## src/rtl/twi_pin_pkg.sv

```systemverilog
package twi_pin_pkg;
  typedef enum logic [1:0] {
    WM_OFF     = 2'b00,
    WM_THREE   = 2'b01,
    WM_TWO     = 2'b10,
    WM_TWO_OVF = 2'b11
  } wire_mode_e;

  function automatic logic is_two_wire(input logic [1:0] m);
    return m[1];
  endfunction

  function automatic logic ovf_holds(input logic [1:0] m);
    return m == WM_TWO_OVF;
  endfunction
endpackage

```

## src/rtl/twi_start_det.sv

```systemverilog
module twi_start_det (
  input  logic clk,
  input  logic rst_n,
  input  logic enable,
  input  logic sda_in,
  input  logic scl_in,
  output logic start_evt
);
  // previous SDA sample; reset to 0 so the first edge cannot look like a fall
  logic sda_prev;

  always_ff @(posedge clk or negedge rst_n) begin
    if (!rst_n) sda_prev <= 1'b0;
    else        sda_prev <= sda_in;
  end

  assign start_evt = enable & sda_prev & ~sda_in & scl_in;
endmodule

```

## src/rtl/twi_sticky_flag.sv

```systemverilog
module twi_sticky_flag #(
  parameter bit SET_WINS = 1'b1
) (
  input  logic clk,
  input  logic rst_n,
  input  logic set_i,
  input  logic clr_i,
  output logic flag_o
);
  logic flag_d;

  generate
    if (SET_WINS) begin : g_set_wins
      always_comb begin
        flag_d = flag_o;
        if (clr_i) flag_d = 1'b0;
        if (set_i) flag_d = 1'b1;
      end
    end else begin : g_clr_wins
      always_comb begin
        flag_d = flag_o;
        if (set_i) flag_d = 1'b1;
        if (clr_i) flag_d = 1'b0;
      end
    end
  endgenerate

  always_ff @(posedge clk or negedge rst_n) begin
    if (!rst_n) flag_o <= 1'b0;
    else        flag_o <= flag_d;
  end
endmodule

```

## src/rtl/twi_od_drive.sv

```systemverilog
module twi_od_drive
  import twi_pin_pkg::*;
(
  input  logic [1:0] wire_mode,
  input  logic       sda_dir,
  input  logic       scl_dir,
  input  logic       sda_port,
  input  logic       scl_port,
  input  logic       shreg_msb,
  input  logic       start_hold,
  input  logic       ovf_flag,
  output logic       sda_pull_low,
  output logic       scl_pull_low,
  output logic       pullup_off
);
  logic tw;
  logic scl_hold;

  always_comb begin
    tw           = is_two_wire(wire_mode);
    scl_hold     = (tw & start_hold) | (ovf_holds(wire_mode) & ovf_flag);
    sda_pull_low = tw & sda_dir & (~shreg_msb | ~sda_port);
    scl_pull_low = tw & scl_dir & (~scl_port | scl_hold);
    pullup_off   = tw;
  end
endmodule

```

## src/rtl/twowire_pin_ctrl.sv

```systemverilog
module twowire_pin_ctrl
  import twi_pin_pkg::*;
#(
  parameter bit SET_WINS = 1'b1
) (
  input  logic       clk,
  input  logic       rst_n,
  input  logic [1:0] wire_mode,
  input  logic       sda_dir,
  input  logic       scl_dir,
  input  logic       sda_port,
  input  logic       scl_port,
  input  logic       shreg_msb,
  input  logic       cnt_ovf,
  input  logic       clr_start,
  input  logic       clr_ovf,
  input  logic       sda_in,
  input  logic       scl_in,
  output logic       sda_pull_low,
  output logic       scl_pull_low,
  output logic       start_flag,
  output logic       ovf_flag,
  output logic       pullup_off
);
  localparam int NFLAG = 2;

  logic             start_evt;
  logic [NFLAG-1:0] set_v;
  logic [NFLAG-1:0] clr_v;
  logic [NFLAG-1:0] flag_v;

  twi_start_det u_start_det (
    .clk      (clk),
    .rst_n    (rst_n),
    .enable   (is_two_wire(wire_mode)),
    .sda_in   (sda_in),
    .scl_in   (scl_in),
    .start_evt(start_evt)
  );

  assign set_v = {cnt_ovf, start_evt};
  assign clr_v = {clr_ovf, clr_start};

  generate
    for (genvar i = 0; i < NFLAG; i++) begin : g_flag
      twi_sticky_flag #(.SET_WINS(SET_WINS)) u_flag (
        .clk   (clk),
        .rst_n (rst_n),
        .set_i (set_v[i]),
        .clr_i (clr_v[i]),
        .flag_o(flag_v[i])
      );
    end
  endgenerate

  assign start_flag = flag_v[0];
  assign ovf_flag   = flag_v[1];

  twi_od_drive u_drive (
    .wire_mode   (wire_mode),
    .sda_dir     (sda_dir),
    .scl_dir     (scl_dir),
    .sda_port    (sda_port),
    .scl_port    (scl_port),
    .shreg_msb   (shreg_msb),
    .start_hold  (start_flag),
    .ovf_flag    (ovf_flag),
    .sda_pull_low(sda_pull_low),
    .scl_pull_low(scl_pull_low),
    .pullup_off  (pullup_off)
  );
endmodule

```

## config.mk

```make
export PLATFORM = sky130hd
export DESIGN_NAME = twowire_pin_ctrl
export DESIGN_NICKNAME = d
export VERILOG_FILES = /design/src/rtl/twi_pin_pkg.sv /design/src/rtl/twi_start_det.sv /design/src/rtl/twi_sticky_flag.sv /design/src/rtl/twi_od_drive.sv /design/src/rtl/twowire_pin_ctrl.sv
export SDC_FILE = /design/constraint.sdc
export NUM_CORES = 1
export LEC_CHECK = 0
export CORE_AREA = 3 3 40 42
export CTS_CLUSTER_SIZE = 25
export DETAILED_ROUTE_END_ITERATION = 8
export DIE_AREA = 0 0 43 45
export DONT_BUFFER_PORTS = 1
export GPL_ROUTABILITY_DRIVEN = 0
export GPL_TIMING_DRIVEN = 0
export PLACE_DENSITY = 0.3
export SYNTH_ARGS = -nofsm -noshare
export SYNTH_HDL_FRONTEND = slang
export SYNTH_SLANG_ARGS = --single-unit
```

## constraint.sdc

```tcl
create_clock -name clk -period 0.8 [get_ports clk]
set_input_delay 0.08 -clock clk [delete_from_list [all_inputs] [get_ports clk]]
set_output_delay 0.08 -clock clk [all_outputs]
set_load 0.01 [all_outputs]
```

# After elaboration in Yosys (flattened, before gate mapping)
# Cells that the tools add are included.
[classes]
eq_ne = 1
muxes = 4
bitwise = 16
reduce_logical = 2
[op_table]
columns = ["operator", "count"]
rows = [
  ["1-bit AND", 9],
  ["1-bit 2-to-1 mux", 4],
  ["1-bit NOT", 4],
  ["2-bit nonzero test", 2],
  ["1-bit bitwise OR", 3],
  ["2-bit equality test, second input constant", 1],
]
[word_totals]
ff_bits = 3
input_bits = 14
out_inout_bits = 5

# Logic depth before layout (Yosys ltp)
[depth]
depth_word = 5
depth_mapped = 2

# Cells and area by module
# From an unflattened synthesis, not the netlist that was laid out.
[unflattened]
hier_cells = 15
area_unflattened_um2 = 141.4
[by_module_without_submodules]
columns = ["module", "instances", "cells_per_inst", "area_each_um2", "seq_area_each_um2"]
rows = [
  ["twi_sticky_flag", 2, 3, 36.3, 25.0],
  ["twi_start_det", 1, 2, 35.0, 25.0],
  ["twi_od_drive", 1, 7, 33.8, 0.0],
]

# Worst setup path before layout
# OpenSTA, ideal clock, no wires.
[synth_timing]
path_type = "flip-flop to output port"
start = "reg g_flag[1].u_flag.flag_o"
end = "out scl_pull_low"
t_arrival_ns = 0.703
t_required_ns = 0.720
setup_slack_ns = 0.017
stages_incl_launch_ff = 3
path_cell_list = "dfrtp_1 -> nand2_1 -> a31oi_1"
[synth_between]
elab_chain_cells = 4
[synth_lines]
columns = ["item", "line_no", "source"]
rows = [
  ["start, declared", "twi_sticky_flag.sv:8", "output logic flag_o"],
  ["start signal, assigned", "twi_sticky_flag.sv:30", "else flag_o <= flag_d;"],
  ["1-bit AND", "twi_od_drive.sv:21", "scl_hold = (tw & start_hold) | (ovf_holds(wire_mode) & ovf_flag);"],
  ["1-bit bitwise OR", "twi_od_drive.sv:21", ""],
  ["1-bit bitwise OR", "twi_od_drive.sv:23", "scl_pull_low = tw & scl_dir & (~scl_port | scl_hold);"],
  ["1-bit AND", "twi_od_drive.sv:23", ""],
  ["end, declared", "twowire_pin_ctrl.sv:20", "output logic scl_pull_low,"],
]
# Every way passes these cells.

# Worst setup path after layout
# Ends and elaborated chain as after synthesis.

==> results.md <==
- Hold Crit Start: scl_in
- Layout Nets: 38
- Max-slew headroom: between 80% and 90%
- WL/cell: 10.9 µm
- First-pass GRT wire length: approximately 550 µm
- Critical Path Fanout Max: 3
- Initial Util: 10.4%
- Seq cells post-synth: 3
- Clock sinks: 3
- Placed Cells: 29
- Vias: between 100 and 150
- CP top delay family: flip-flops
- R2R Setup Slk: ~0.070 ns
- Crit path launch type: flop
- CTS tree: yes
- Worst EP required: 0.72 ns
- Hold Path Depth: 2
- Multi-input combinational cell area: 61.3 µm²
- GRT met2 Usage: roughly 5.7%
- R2R Path Start: g_flag[0].u_flag.flag_o$_DFFE_PN0P_
- Ant. Diodes: 0
- Area grow syn2layout: 85.0%
- Main area contributors after synthesis: dfrtp_1, nand2_1, nand4b_1
- Sequential area share after synthesis: a little under three fifths
- GR met1 Demand/Resource: 3.64%
- Die Span Y: between 40 and 50 µm
- Clock period minus worst slack: roughly 1 ns
- Leakage: 0.000103 µW
- Initial antenna violation count: 0
- Core footprint: 0.00128 mm²
- 1st-iter DRT viols: 0
- Clock latency on the worst-skew pair: around 0.24 ns
- Part of the power in registers: 34.1%
- Syn avg cell area: about 9.6 µm²
- Max clock buf depth: 2
- Comb pwr share: between 10% and 20%
- IO Port Bufs: 0
- RSZ-0062 raised after global routing: yes
- # DRC: 0
- CTS clk-pin slew, worst paths: approximately 0.04 ns
- Run status: finished, violations left
- Hold_ws: -0.000995 ns
- R2R depth: 2
- Worst path slowest cell: dfrtp_2
- Critical Path, Cell by Cell: nand2_2, a31oi_4
- HP Class: in2reg
- Sw power: ~120 µW
- PwrDens: 2030 mW/mm²
- All-layer global routing usage: 4.59%
- WL final: approximately 420 µm
- Die Span X: 43 µm
- Failing checks: hold timing, setup timing
- Synth warn: 0
- Fmax: roughly 1000 MHz
- Area leader, netlist: dfrtp_1
- Buffer count from post-CTS setup fixing: 0
- Max Slew Vio Count: 0
- Final hold violation count: 1
- Num CTS Buffers: 3
- Most frequent cells in the layout: dlygate4sd3_1, clkbuf_4, inv_1, nand2_1, dfrtp_1
- Gr busiest metal: met2
- Row cnt: 13
- R2R Path End: g_flag[0].u_flag.flag_o$_DFFE_PN0P_
- Met3 Resource Use GR: roughly 4.8%
- Final total power: roughly 500 µW
- Vias in the first global route: roughly 160
- Vias/cell: roughly 3.7
- Final core occ: 19.3%
- CP endpoint kind: output port
- Iteration count of the initial detailed-routing pass: 1
- Measured slew at the worst slew-check pin: ~0.26 ns
- Post-route ant nets: 0
- Htree depth: 1
- Mapped Area: 134 µm²
- Post-Syn Nets: 28
- Die area: roughly 0.0019 mm²
- Fill cell count: roughly 140
- Max-Cap Viols: 0
- Most common cell after layout, fill and taps aside: dlygate4sd3_1
- Switching share of power: 24.3%
- Worst stage delay on the critical path: about 0.40 ns
- Hold EP: g_flag[0].u_flag.flag_o$_DFFE_PN0P_
- Worst path depth: 2
- Clock root buffer: clkbuf_4
- Fin crit share: 124%
- Final setup viols: 1
- Setup ws final: -0.191 ns
- Register Area: roughly 76 µm²
- Clock Power Share: a little under three fifths
- Share of the synthesized area in the top cell type: between 50% and 60%
- Largest net degree at the start of global routing: 5
- CP Buf/Inv Count: 0
- Critical path class: reg2out
- Internal power: 381 µW
- Max VDD drop: 0.522 mV
- # IOs: 19
- Count of unique library cells instantiated by Yosys: 9
- Non-Filler Instances: 38
- Layout cells sized above 1: 30.4%
- Fin Clk Skew: between 0.007 and 0.008 ns
- Total gr overflow: 0
- Cells after synthesis: 14
- Crit path DAT: between 0.9 and 1 ns
## kinds of logic (layout without fill, tap and decap cells)
group / Yosys count / count (layout) / synth area share (%)
simple gates: 4 / 4 / 15.0
compound gates: 4 / 4 / 17.8
buf+inv: 3 / 12 / 11.2
flops: 3 / 3 / 56.1
## registers in the layout, summed over array words and instances, names as in the netlist
register and flops:
g_flag.u_flag.flag_o 2, u_start_det.sda_prev 1
## per-layer routing
layer / wire length, µm / share of wire, % / vias to the layer above
met5: 0 / 0 / -
met1: 147 / 35 / 59
met3: 101 / 24 / 0
met2: 167 / 40 / 19
met4: 0 / 0 / 0
li1: - / - / 63
## how the worst max path moves through the flow
stage / from / to
after global placement: g_flag[1].u_flag.flag_o$_DFFE_PN0P_ / scl_pull_low
final: g_flag[1].u_flag.flag_o$_DFFE_PN0P_ / scl_pull_low
after floorplan: g_flag[1].u_flag.flag_o$_DFFE_PN0P_ / scl_pull_low
after global routing: g_flag[1].u_flag.flag_o$_DFFE_PN0P_ / scl_pull_low
after detailed placement: g_flag[1].u_flag.flag_o$_DFFE_PN0P_ / scl_pull_low
after CTS: g_flag[1].u_flag.flag_o$_DFFE_PN0P_ / scl_pull_low
## through the flow
step	setup slack, ns	cell area, µm²	hold WS, ns	setup TNS (ns)
floorplan	0.0175	134	-0.216	0
global placement	-0.0655	153	-0.215	-0.0655
detailed placement	-0.0682	153	-0.215	-0.0682
CTS	-0.250	246	0.0248	-0.250
global route	-0.231	248	0.0300	-0.231
finish	-0.191	248	-0.000995	-0.191
## cell usage after synthesis
| master | count |
|---|---|
| a31oi_1 | 1 |
| nand4b_1 | 1 |
| dfrtp_1 | 3 |
| buf_4 | 1 |
| nand2_1 | 3 |
| inv_1 | 2 |
| a21o_1 | 1 |
| a21oi_1 | 1 |
| o21ai_0 | 1 |
## power by group through the flow
stage	Combinational (µW)	Sequential, µW	Clock [µW]
finish	55.2	172	277
global route	60.5	173	296
CTS	55.5	171	294
detailed placement	25.5	173	0
global placement	25.4	172	0
floorplan	22.1	171	0
## repair_timing
| item | 4_1_cts | 5_1_grt |
|---|---|---|
| setup endpoints to repair | 1 | 2 |
| hold buffers | 5 | 0 |
| gates resized for setup | 3 | 2 |
| endpoints found under the hold margin | 6 | 0 |
| pin swaps | 1 | 0 |
## area by class of cell
cell class / count / share of cell area (%)
Multi-Input combinational cell: 8 / 24.7
Inverter: 2 / 3.03
Buffer: 1 / 3.03
Timing Repair Buffer: 5 / 20.2
Tap cell: 15 / 7.58
Sequential cell: 3 / 30.8
Clock buffer: 4 / 10.6
## worst register-to-register path, delay by kind of cell (launching register included)
kind	cells	cell delay, ns
flops	1	0.41
buf+inv	1	0.12
compound gates	1	0.08
No activity file was read; power rests on OpenSTA's default activity.
